### config.mk
export PLATFORM = sky130hd
export DESIGN_NAME = alarm_match_irq
export DESIGN_NICKNAME = d
export VERILOG_FILES = /design/src/rtl/alarm_match_pkg.sv /design/src/rtl/alarm_cfg_regs.sv /design/src/rtl/alarm_compare.sv /design/src/rtl/alarm_flag.sv /design/src/rtl/alarm_match_irq.sv
export SDC_FILE = /design/constraint.sdc
export NUM_CORES = 1
export LEC_CHECK = 0
export ABC_AREA = 1
export CORE_UTILIZATION = 35
export CTS_BUF_LIST = sky130_fd_sc_hd__clkbuf_4 sky130_fd_sc_hd__clkbuf_8 sky130_fd_sc_hd__clkbuf_16
export CTS_CLUSTER_DIAMETER = 30
export CTS_CLUSTER_SIZE = 16
export DETAILED_ROUTE_END_ITERATION = 8
export GPL_TIMING_DRIVEN = 1
export HOLD_SLACK_MARGIN = 0.08
export SETUP_SLACK_MARGIN = 0.15
export SLEW_MARGIN = 20
export SYNTH_ARGS = -nofsm -noshare
export SYNTH_HDL_FRONTEND = slang
export SYNTH_SLANG_ARGS = --single-unit
### constraint.sdc
create_clock -name clk_i -period 1 [get_ports clk_i]
set_input_delay 0.15 -clock clk_i [delete_from_list [all_inputs] [get_ports clk_i]]
set_output_delay 0.15 -clock clk_i [all_outputs]
set_load 0.005 [all_outputs]
### src/rtl/alarm_match_pkg.sv
package alarm_match_pkg;
  localparam int unsigned BYTE_W   = 8;
  localparam int unsigned MIN_W    = 7;
  localparam int unsigned HOUR_W   = 6;
  localparam int unsigned MDAY_W   = 6;
  localparam int unsigned NUM_WDAY = 7;
  localparam int unsigned ADDR_W   = 2;
  localparam int unsigned MASK_BIT = BYTE_W - 1;

  localparam int unsigned CTL_AIE  = 0;
  localparam int unsigned CTL_MODE = 1;
  localparam int unsigned CTL_FLAG = 2;

  typedef enum logic [ADDR_W-1:0] {
    ADDR_MIN  = 2'd0,
    ADDR_HOUR = 2'd1,
    ADDR_DAY  = 2'd2,
    ADDR_CTRL = 2'd3
  } reg_addr_e;

  typedef struct packed {
    logic              min_off;
    logic [MIN_W-1:0]  min_val;
    logic              hour_off;
    logic [HOUR_W-1:0] hour_val;
    logic              day_off;
    logic [NUM_WDAY-1:0] day_val;
    logic              aie;
    logic              date_mode;
  } alarm_cfg_t;
endpackage

### src/rtl/alarm_cfg_regs.sv
module alarm_cfg_regs
  import alarm_match_pkg::*;
(
  input  logic              clk_i,
  input  logic              rst_ni,
  input  logic              we_i,
  input  logic [ADDR_W-1:0] addr_i,
  input  logic [BYTE_W-1:0] wdata_i,
  output alarm_cfg_t        cfg_o,
  output logic              flag_clr_o
);
  alarm_cfg_t cfg_q;

  always_ff @(posedge clk_i or negedge rst_ni) begin
    if (!rst_ni) begin
      cfg_q <= '0;
    end else if (we_i) begin
      unique case (reg_addr_e'(addr_i))
        ADDR_MIN: begin
          cfg_q.min_off <= wdata_i[MASK_BIT];
          cfg_q.min_val <= wdata_i[MIN_W-1:0];
        end
        ADDR_HOUR: begin
          cfg_q.hour_off <= wdata_i[MASK_BIT];
          cfg_q.hour_val <= wdata_i[HOUR_W-1:0];
        end
        ADDR_DAY: begin
          cfg_q.day_off <= wdata_i[MASK_BIT];
          cfg_q.day_val <= wdata_i[NUM_WDAY-1:0];
        end
        ADDR_CTRL: begin
          cfg_q.aie       <= wdata_i[CTL_AIE];
          cfg_q.date_mode <= wdata_i[CTL_MODE];
        end
        default: ;
      endcase
    end
  end

  assign cfg_o      = cfg_q;
  // only a 0 in the flag position clears; a 1 is ignored
  assign flag_clr_o = we_i && (reg_addr_e'(addr_i) == ADDR_CTRL) && !wdata_i[CTL_FLAG];
endmodule

### src/rtl/alarm_compare.sv
module alarm_compare
  import alarm_match_pkg::*;
(
  input  alarm_cfg_t          cfg_i,
  input  logic [MIN_W-1:0]    cur_min_i,
  input  logic [HOUR_W-1:0]   cur_hour_i,
  input  logic [NUM_WDAY-1:0] cur_wday_i,
  input  logic [MDAY_W-1:0]   cur_mday_i,
  output logic                hit_o
);
  logic [NUM_WDAY-1:0] wday_and;
  logic min_ok, hour_ok, day_ok, week_eq, date_eq;

  for (genvar d = 0; d < NUM_WDAY; d++) begin : g_wday
    assign wday_and[d] = cfg_i.day_val[d] & cur_wday_i[d];
  end

  assign week_eq = |wday_and;
  assign date_eq = (cfg_i.day_val[MDAY_W-1:0] == cur_mday_i);

  always_comb begin
    min_ok  = cfg_i.min_off  || (cfg_i.min_val  == cur_min_i);
    hour_ok = cfg_i.hour_off || (cfg_i.hour_val == cur_hour_i);
    day_ok  = cfg_i.day_off  || (cfg_i.date_mode ? date_eq : week_eq);
    hit_o   = min_ok && hour_ok && day_ok;
  end
endmodule

### src/rtl/alarm_flag.sv
module alarm_flag (
  input  logic clk_i,
  input  logic rst_ni,
  input  logic tick_i,
  input  logic hit_i,
  input  logic clr_i,
  input  logic aie_i,
  output logic af_o,
  output logic irq_o
);
  logic af_q, set;

  assign set = tick_i && hit_i;

  always_ff @(posedge clk_i or negedge rst_ni) begin
    if (!rst_ni)    af_q <= 1'b0;
    else if (set)   af_q <= 1'b1;  // set wins over a concurrent clear
    else if (clr_i) af_q <= 1'b0;
  end

  assign af_o  = af_q;
  assign irq_o = af_q && aie_i;
endmodule

### src/rtl/alarm_match_irq.sv
module alarm_match_irq
  import alarm_match_pkg::*;
(
  input  logic                clk_i,
  input  logic                rst_ni,
  input  logic                min_tick_i,
  input  logic [MIN_W-1:0]    cur_min_i,
  input  logic [HOUR_W-1:0]   cur_hour_i,
  input  logic [NUM_WDAY-1:0] cur_wday_i,
  input  logic [MDAY_W-1:0]   cur_mday_i,
  input  logic                reg_we_i,
  input  logic [ADDR_W-1:0]   reg_addr_i,
  input  logic [BYTE_W-1:0]   reg_wdata_i,
  output logic                af_o,
  output logic                irq_drive_o
);
  alarm_cfg_t cfg;
  logic flag_clr, hit;

  alarm_cfg_regs u_regs (
    .clk_i      (clk_i),
    .rst_ni     (rst_ni),
    .we_i       (reg_we_i),
    .addr_i     (reg_addr_i),
    .wdata_i    (reg_wdata_i),
    .cfg_o      (cfg),
    .flag_clr_o (flag_clr)
  );

  alarm_compare u_cmp (
    .cfg_i      (cfg),
    .cur_min_i  (cur_min_i),
    .cur_hour_i (cur_hour_i),
    .cur_wday_i (cur_wday_i),
    .cur_mday_i (cur_mday_i),
    .hit_o      (hit)
  );

  alarm_flag u_flag (
    .clk_i  (clk_i),
    .rst_ni (rst_ni),
    .tick_i (min_tick_i),
    .hit_i  (hit),
    .clr_i  (flag_clr),
    .aie_i  (cfg.aie),
    .af_o   (af_o),
    .irq_o  (irq_drive_o)
  );
endmodule

Word level (Yosys, flattened, before mapping)
Cells that the tools add are included.
{ "word_totals": {"word_cells": 42, "regBits": 26, "input_bits": 40, "out_inout_bits": 2} }
{ "classes": {"bitwise_logic": 7, "mux": 3, "reduce_logical": 17, "eq_ne": 6} }
{ "op_table": {"columns": ["operator", "count"], "rows": [
  ["== test 6 bit", 2],
  ["AND reduction 2 bit", 4],
  ["AND 1 bit", 7],
  ["== test 7 bit", 1],
  ["OR reduction 7 bit", 1],
  ["logical AND 1 bit", 6],
  ["== test 2 bit (second input constant)", 2],
  ["logical OR 1 bit", 3],
  ["2-to-1 mux 1 bit", 3],
  ["== test 2 x 1 -> 1 bit (second input constant)", 1],
  ["logical NOT 2 bit", 1],
  ["nonzero test 2 bit", 1],
  ["logical NOT 1 bit", 1]
]} }

Longest topological paths before layout
Gate-level depths: netlist of run 1.
{ "logic_depth": {"ltp_word": 7, "depth_mapped": 10, "depth_no_buf": 10} }

By module
A second synthesis of run 1 with hierarchy kept.
{ "unflattened": {"hier_cells": 226, "hier_area_um2": 1520.2} }
{ "by_module_without_submodules": {"columns": ["module", "cells_per_inst", "n_inst", "area_per_inst_um2", "seq_area_each_um2"], "rows": [
  ["alarm_cfg_regs", 113, 1, 1033.5, 625.6],
  ["alarm_compare", 106, 1, 439.2, 0.0],
  ["alarm_flag", 7, 1, 47.5, 25.0]
]} }

Worst setup path after synthesis of run 1
No wires, ideal clock.
{ "synth_path": {"path_kind": "reg-to-reg", "start": "register u_regs.cfg_q (netlist bit u_regs.cfg_o[2])", "end": "register u_flag.af_q, in the netlist u_flag.af_o", "setup_slack_ps": 25, "t_required_ps": 879, "stages_incl_launch_ff": 11, "arrival_time_ps": 854, "period_less_slack_ps": 975, "setup_time_ps": 121, "n_path_buf": 0, "cell_sequence": "dfrtp_1 > nand2_1 > inv_1 > nor2_1 > nor2_1 > nand3_1 > nand2_1 > nand2_1 > nand2_1 > nand2_1 > nand2_1"} }
{ "synth_between": {"elab_chain_cells": 7, "elab_cells_between_ends": 9, "classes_between": "1 x eq/ne; 2 x mux; 1 x bitwise; 5 x reduce/logical"} }
{ "synth_rtl": {"columns": ["element", "line", "source"], "rows": [
  ["from (decl)", "alarm_cfg_regs.sv:12", "alarm_cfg_t cfg_q;"],
  ["AND 1 bit", "alarm_compare.sv:15", "assign wday_and[d] = cfg_i.day_val[d] & cur_wday_i[d];"],
  ["OR reduction 7 bit", "alarm_compare.sv:18", "assign week_eq = |wday_and;"],
  ["2-to-1 mux 1 bit *", "alarm_compare.sv:24", "day_ok = cfg_i.day_off || (cfg_i.date_mode ? date_eq : week_eq);"],
  ["logical OR 1 bit *", "alarm_compare.sv:24", null],
  ["logical AND 1 bit *", "alarm_compare.sv:25", "hit_o = min_ok && hour_ok && day_ok;"],
  ["logical AND 1 bit *", "alarm_flag.sv:13", "assign set = tick_i && hit_i;"],
  ["2-to-1 mux 1 bit or nonzero test 2 bit (tied branches)", null, null],
  ["to (signal assigned)", "alarm_flag.sv:16", "if (!rst_ni) af_q <= 1'b0;"],
  ["to (signal assigned)", "alarm_flag.sv:17", "else if (set) af_q <= 1'b1;"],
  ["to (signal assigned)", "alarm_flag.sv:18", "else if (clr_i) af_q <= 1'b0;"],
  ["to (decl)", "alarm_flag.sv:11", "logic af_q, set;"]
]} }
Mark *: on every way between the ends. The rest lies on a longest branch, timed or not.
A chain may end at the register's enable or synchronous reset.

Worst setup path in the final report of run 1
Ends and elaborated chain as after synthesis.

==> impl_metrics.tcl, run 1 <==
set metrics [dict create \
    clkLatencyLatePin_ns 0.27 \
    path_common_cell "nand2_1" \
    ir_drop_v 0.001240 \
    antenna_cells 0 \
    layout_setup_ws_ns -0.1032 \
    instances_no_fill 319 \
    final_common_cell "nand2_1" \
    crit_path_start_kind "register" \
    setup_viol 3 \
    cp_data_arrival_time_ns 1.27 \
    postRouteAntennaNets 0 \
    place_area_sq_um 1993 \
    antenna_found_initial 0 \
    ios 42 \
    synth_seq_cells 26 \
    start_util_pct 37.98 \
    path_clk_slew_ns 0.09 \
    status "finished with violations" \
    die_x_um 66.20 \
    finalCriticalPeriod_ns 1.103 \
    crit_fanout 4 \
    synth_top_area_share_pct 45.10 \
    grt_pass1_vias 1355 \
    hold_violations 0 \
    ys_types 14 \
    numPortBuffers 41 \
    globalplace.congestion 0.7249 \
    hold_class "in -> async" \
    synth_area_leaders "dfrtp_1, nand2_1, inv_1, o21ai_1, nor2_1" \
    syn_nets 260 \
    holdWs_ns 0.2223 \
    synth_area_sq_um 1443 \
    r2r_end "u_flag.af_o$_DFFE_PN0P_" \
    clk_path_buf_depth 2 \
    worstPathRequired_ns 1.16 \
    fin_worst_skew_ns 0.002375 \
    violations "negative setup slack" \
    path_class "reg -> reg" \
    post-route-util_pct 54.08 \
    rr_worst_depth 10 \
    yosys.area.top_type "dfrtp_1" \
    drv_cap 0 \
    maxClockFrequency_ghz 0.9065 \
    cts_tree "yes" \
    cts_inserted_buffers 3 \
    syn_area_per_cell_sq_um 6.557 \
    cp_top_family "simple AND/OR/NAND/NOR gates" \
    vias 1375 \
    die_h_um 66.20 \
    h-tree-depth 1 \
    vias_per_cell 4.310 \
    grt_start_max_net_pins 27 \
    rsz0062_at_grt "yes" \
    synthCells 220 \
    slew_headroom_pct 84.85 \
    place_hpwl_mm 2.444 \
    design.die.area_sq_um 4382 \
    power_density_nw_per_um2 1398 \
    wl_per_cell_um 10.21 \
    dp_cells 314 \
    track_usage_pct 16.84 \
    cts_root_buf "clkbuf_8" \
    area_growth_syn_to_layout_pct 42.41 \
    placement_rows 22 \
    layout_common_cells "nand2_1, inv_1, clkdlybuf4s50_1" \
    yosys_warnings 0 \
    crit_buf_inv 1 \
    nets 312 \
    overflow 0 \
    worst_slew_pin_slew_ns 0.2248 \
    core_sq_um 3799 \
    yosysSeqAreaShare_pct 45.10 \
    final.period_utilization_pct 110.3 \
    cts_hold_buf 0 \
    cp-end-kind "register" \
    first_pass_iters 3 \
    r2r-start "u_regs.cfg_o[2]$_DFFE_PN0P_" \
    wl_mm 3.258 \
    power_mw 2.873 \
    final_cell_area_sq_um 2054 \
    path_cells "nand2_1 > inv_1 > nor2_1 > nor2_1 > nand3_1 > nand2_1 > nand2_1 > nand2_1 > nand2_1 > nand2_1" \
    power_leakage_nw 1.130 \
    drt_iter0_drc 60 \
    grt_pass1_wl_mm 5.506 \
    drcViolationCount 0 \
    drive_gt1_share_pct 7.011 \
    critical-path-slowest-cell "dfrtp_1" \
    crit_path_max_incr_delay_ns 0.42 \
    rrSetupSlack_ns -0.10 \
    drv_slew 0 \
    clkSinkCount 26 \
]
[cells by family (layout without fill, tap and decap cells)]
family	count (synthesis)	after routing	share of synthesized area, %
xor+xnor	1	1	0.6072
compound gates	27	27	9.366
simple gates	118	118	32.00
buf+inv	48	99	12.92
flops	26	26	45.10
[final cells by class]
type                    count  area [sq um]
repair buffers             50         511.7
fillers                   395          1744
inverters                  45         168.9
multi-input cells         146         608.1
clock buffers               4         55.05
well taps                  48         60.06
flip-flops and latches     26         650.6
[synth_stat cells]
| master | count |
|---|---|
| nand2_1 | 92 |
| inv_1 | 44 |
| dfrtp_1 | 26 |
| o21ai_1 | 23 |
| nor2_1 | 20 |
| nand3_1 | 3 |
| o21ai_0 | 3 |
| buf_2 | 2 |
| nand3_2 | 2 |
| a21oi_1 | 1 |
| buf_4 | 1 |
| inv_2 | 1 |
| nand4_1 | 1 |
| xnor2_1 | 1 |
[metrics by stage]
stage / setup TNS, ns / worst slack [ns]
global placement: -6.405 / -0.3377
global route: -0.4090 / -0.2184
CTS: -0.3099 / -0.1262
finish: -0.2197 / -0.1032
floorplan: 0 / 0.02545
detailed placement: -6.651 / -0.3448
[worst register-to-register path, delay by kind of cell, from the launching register on]
kind	cells	cell delay, ns
buf+inv	1	0.03
flops	1	0.42
simple gates	9	0.56
[state kept, by name (all words and copies together), names as in the netlist]
| signal | cells |
|---|---|
| u_flag.af_o | 1 |
| u_regs.cfg_o | 25 |
[per-layer routing]
metal | GRT usage (%) | vias up | part of all wire [%]
met1 | 20.47 | 590 | 49
met2 | 29.08 | 31 | 45
li1 | - | 750 | -
met5 | 0 | - | 0
met4 | 5.585 | 0 | 1.5
met3 | 3.793 | 4 | 4.6
[what timing repair did]
action / in CTS / in global routing
endpoints found under the setup margin: 28 / 4
gates resized for setup: 11 / 2
setup buffers: 1 / 0
pin swaps: 3 / 0
[power by group]
| part | internal (mW) | switching, mW |
|---|---|---|
| logic | 0.447 | 0.374 |
| clock network | 0.352 | 0.327 |
| registers | 1.23 | 0.142 |
[worst max path at each step]
stage / start / end / slack (ns) / cells after the start
after floorplan: u_regs.cfg_o[2]$_DFFE_PN0P_ / u_flag.af_o$_DFFE_PN0P_ / 0.03 / 10
after global placement: cur_mday_i[5] / u_flag.af_o$_DFFE_PN0P_ / -0.34 / 11
after detailed placement: cur_mday_i[5] / u_flag.af_o$_DFFE_PN0P_ / -0.34 / 11
after CTS: u_regs.cfg_o[2]$_DFFE_PN0P_ / u_flag.af_o$_DFFE_PN0P_ / -0.13 / 9
after global routing: u_regs.cfg_o[7]$_DFFE_PN0P_ / u_flag.af_o$_DFFE_PN0P_ / -0.22 / 10
final: u_regs.cfg_o[2]$_DFFE_PN0P_ / u_flag.af_o$_DFFE_PN0P_ / -0.10 / 10
Power figures use the tool's default switching activity.
==> run 2: changes to the inputs <==
--- a/config.mk
+++ b/config.mk
@@ -6,6 +6,7 @@
 export NUM_CORES = 1
 export LEC_CHECK = 0
 export ABC_AREA = 1
+export CAP_MARGIN = 20
 export CORE_UTILIZATION = 35
 export CTS_BUF_LIST = sky130_fd_sc_hd__clkbuf_4 sky130_fd_sc_hd__clkbuf_8 sky130_fd_sc_hd__clkbuf_16
 export CTS_CLUSTER_DIAMETER = 30
==> results of run 2 <==
The final DEF is identical to that of run 1; final timing and power are the same.
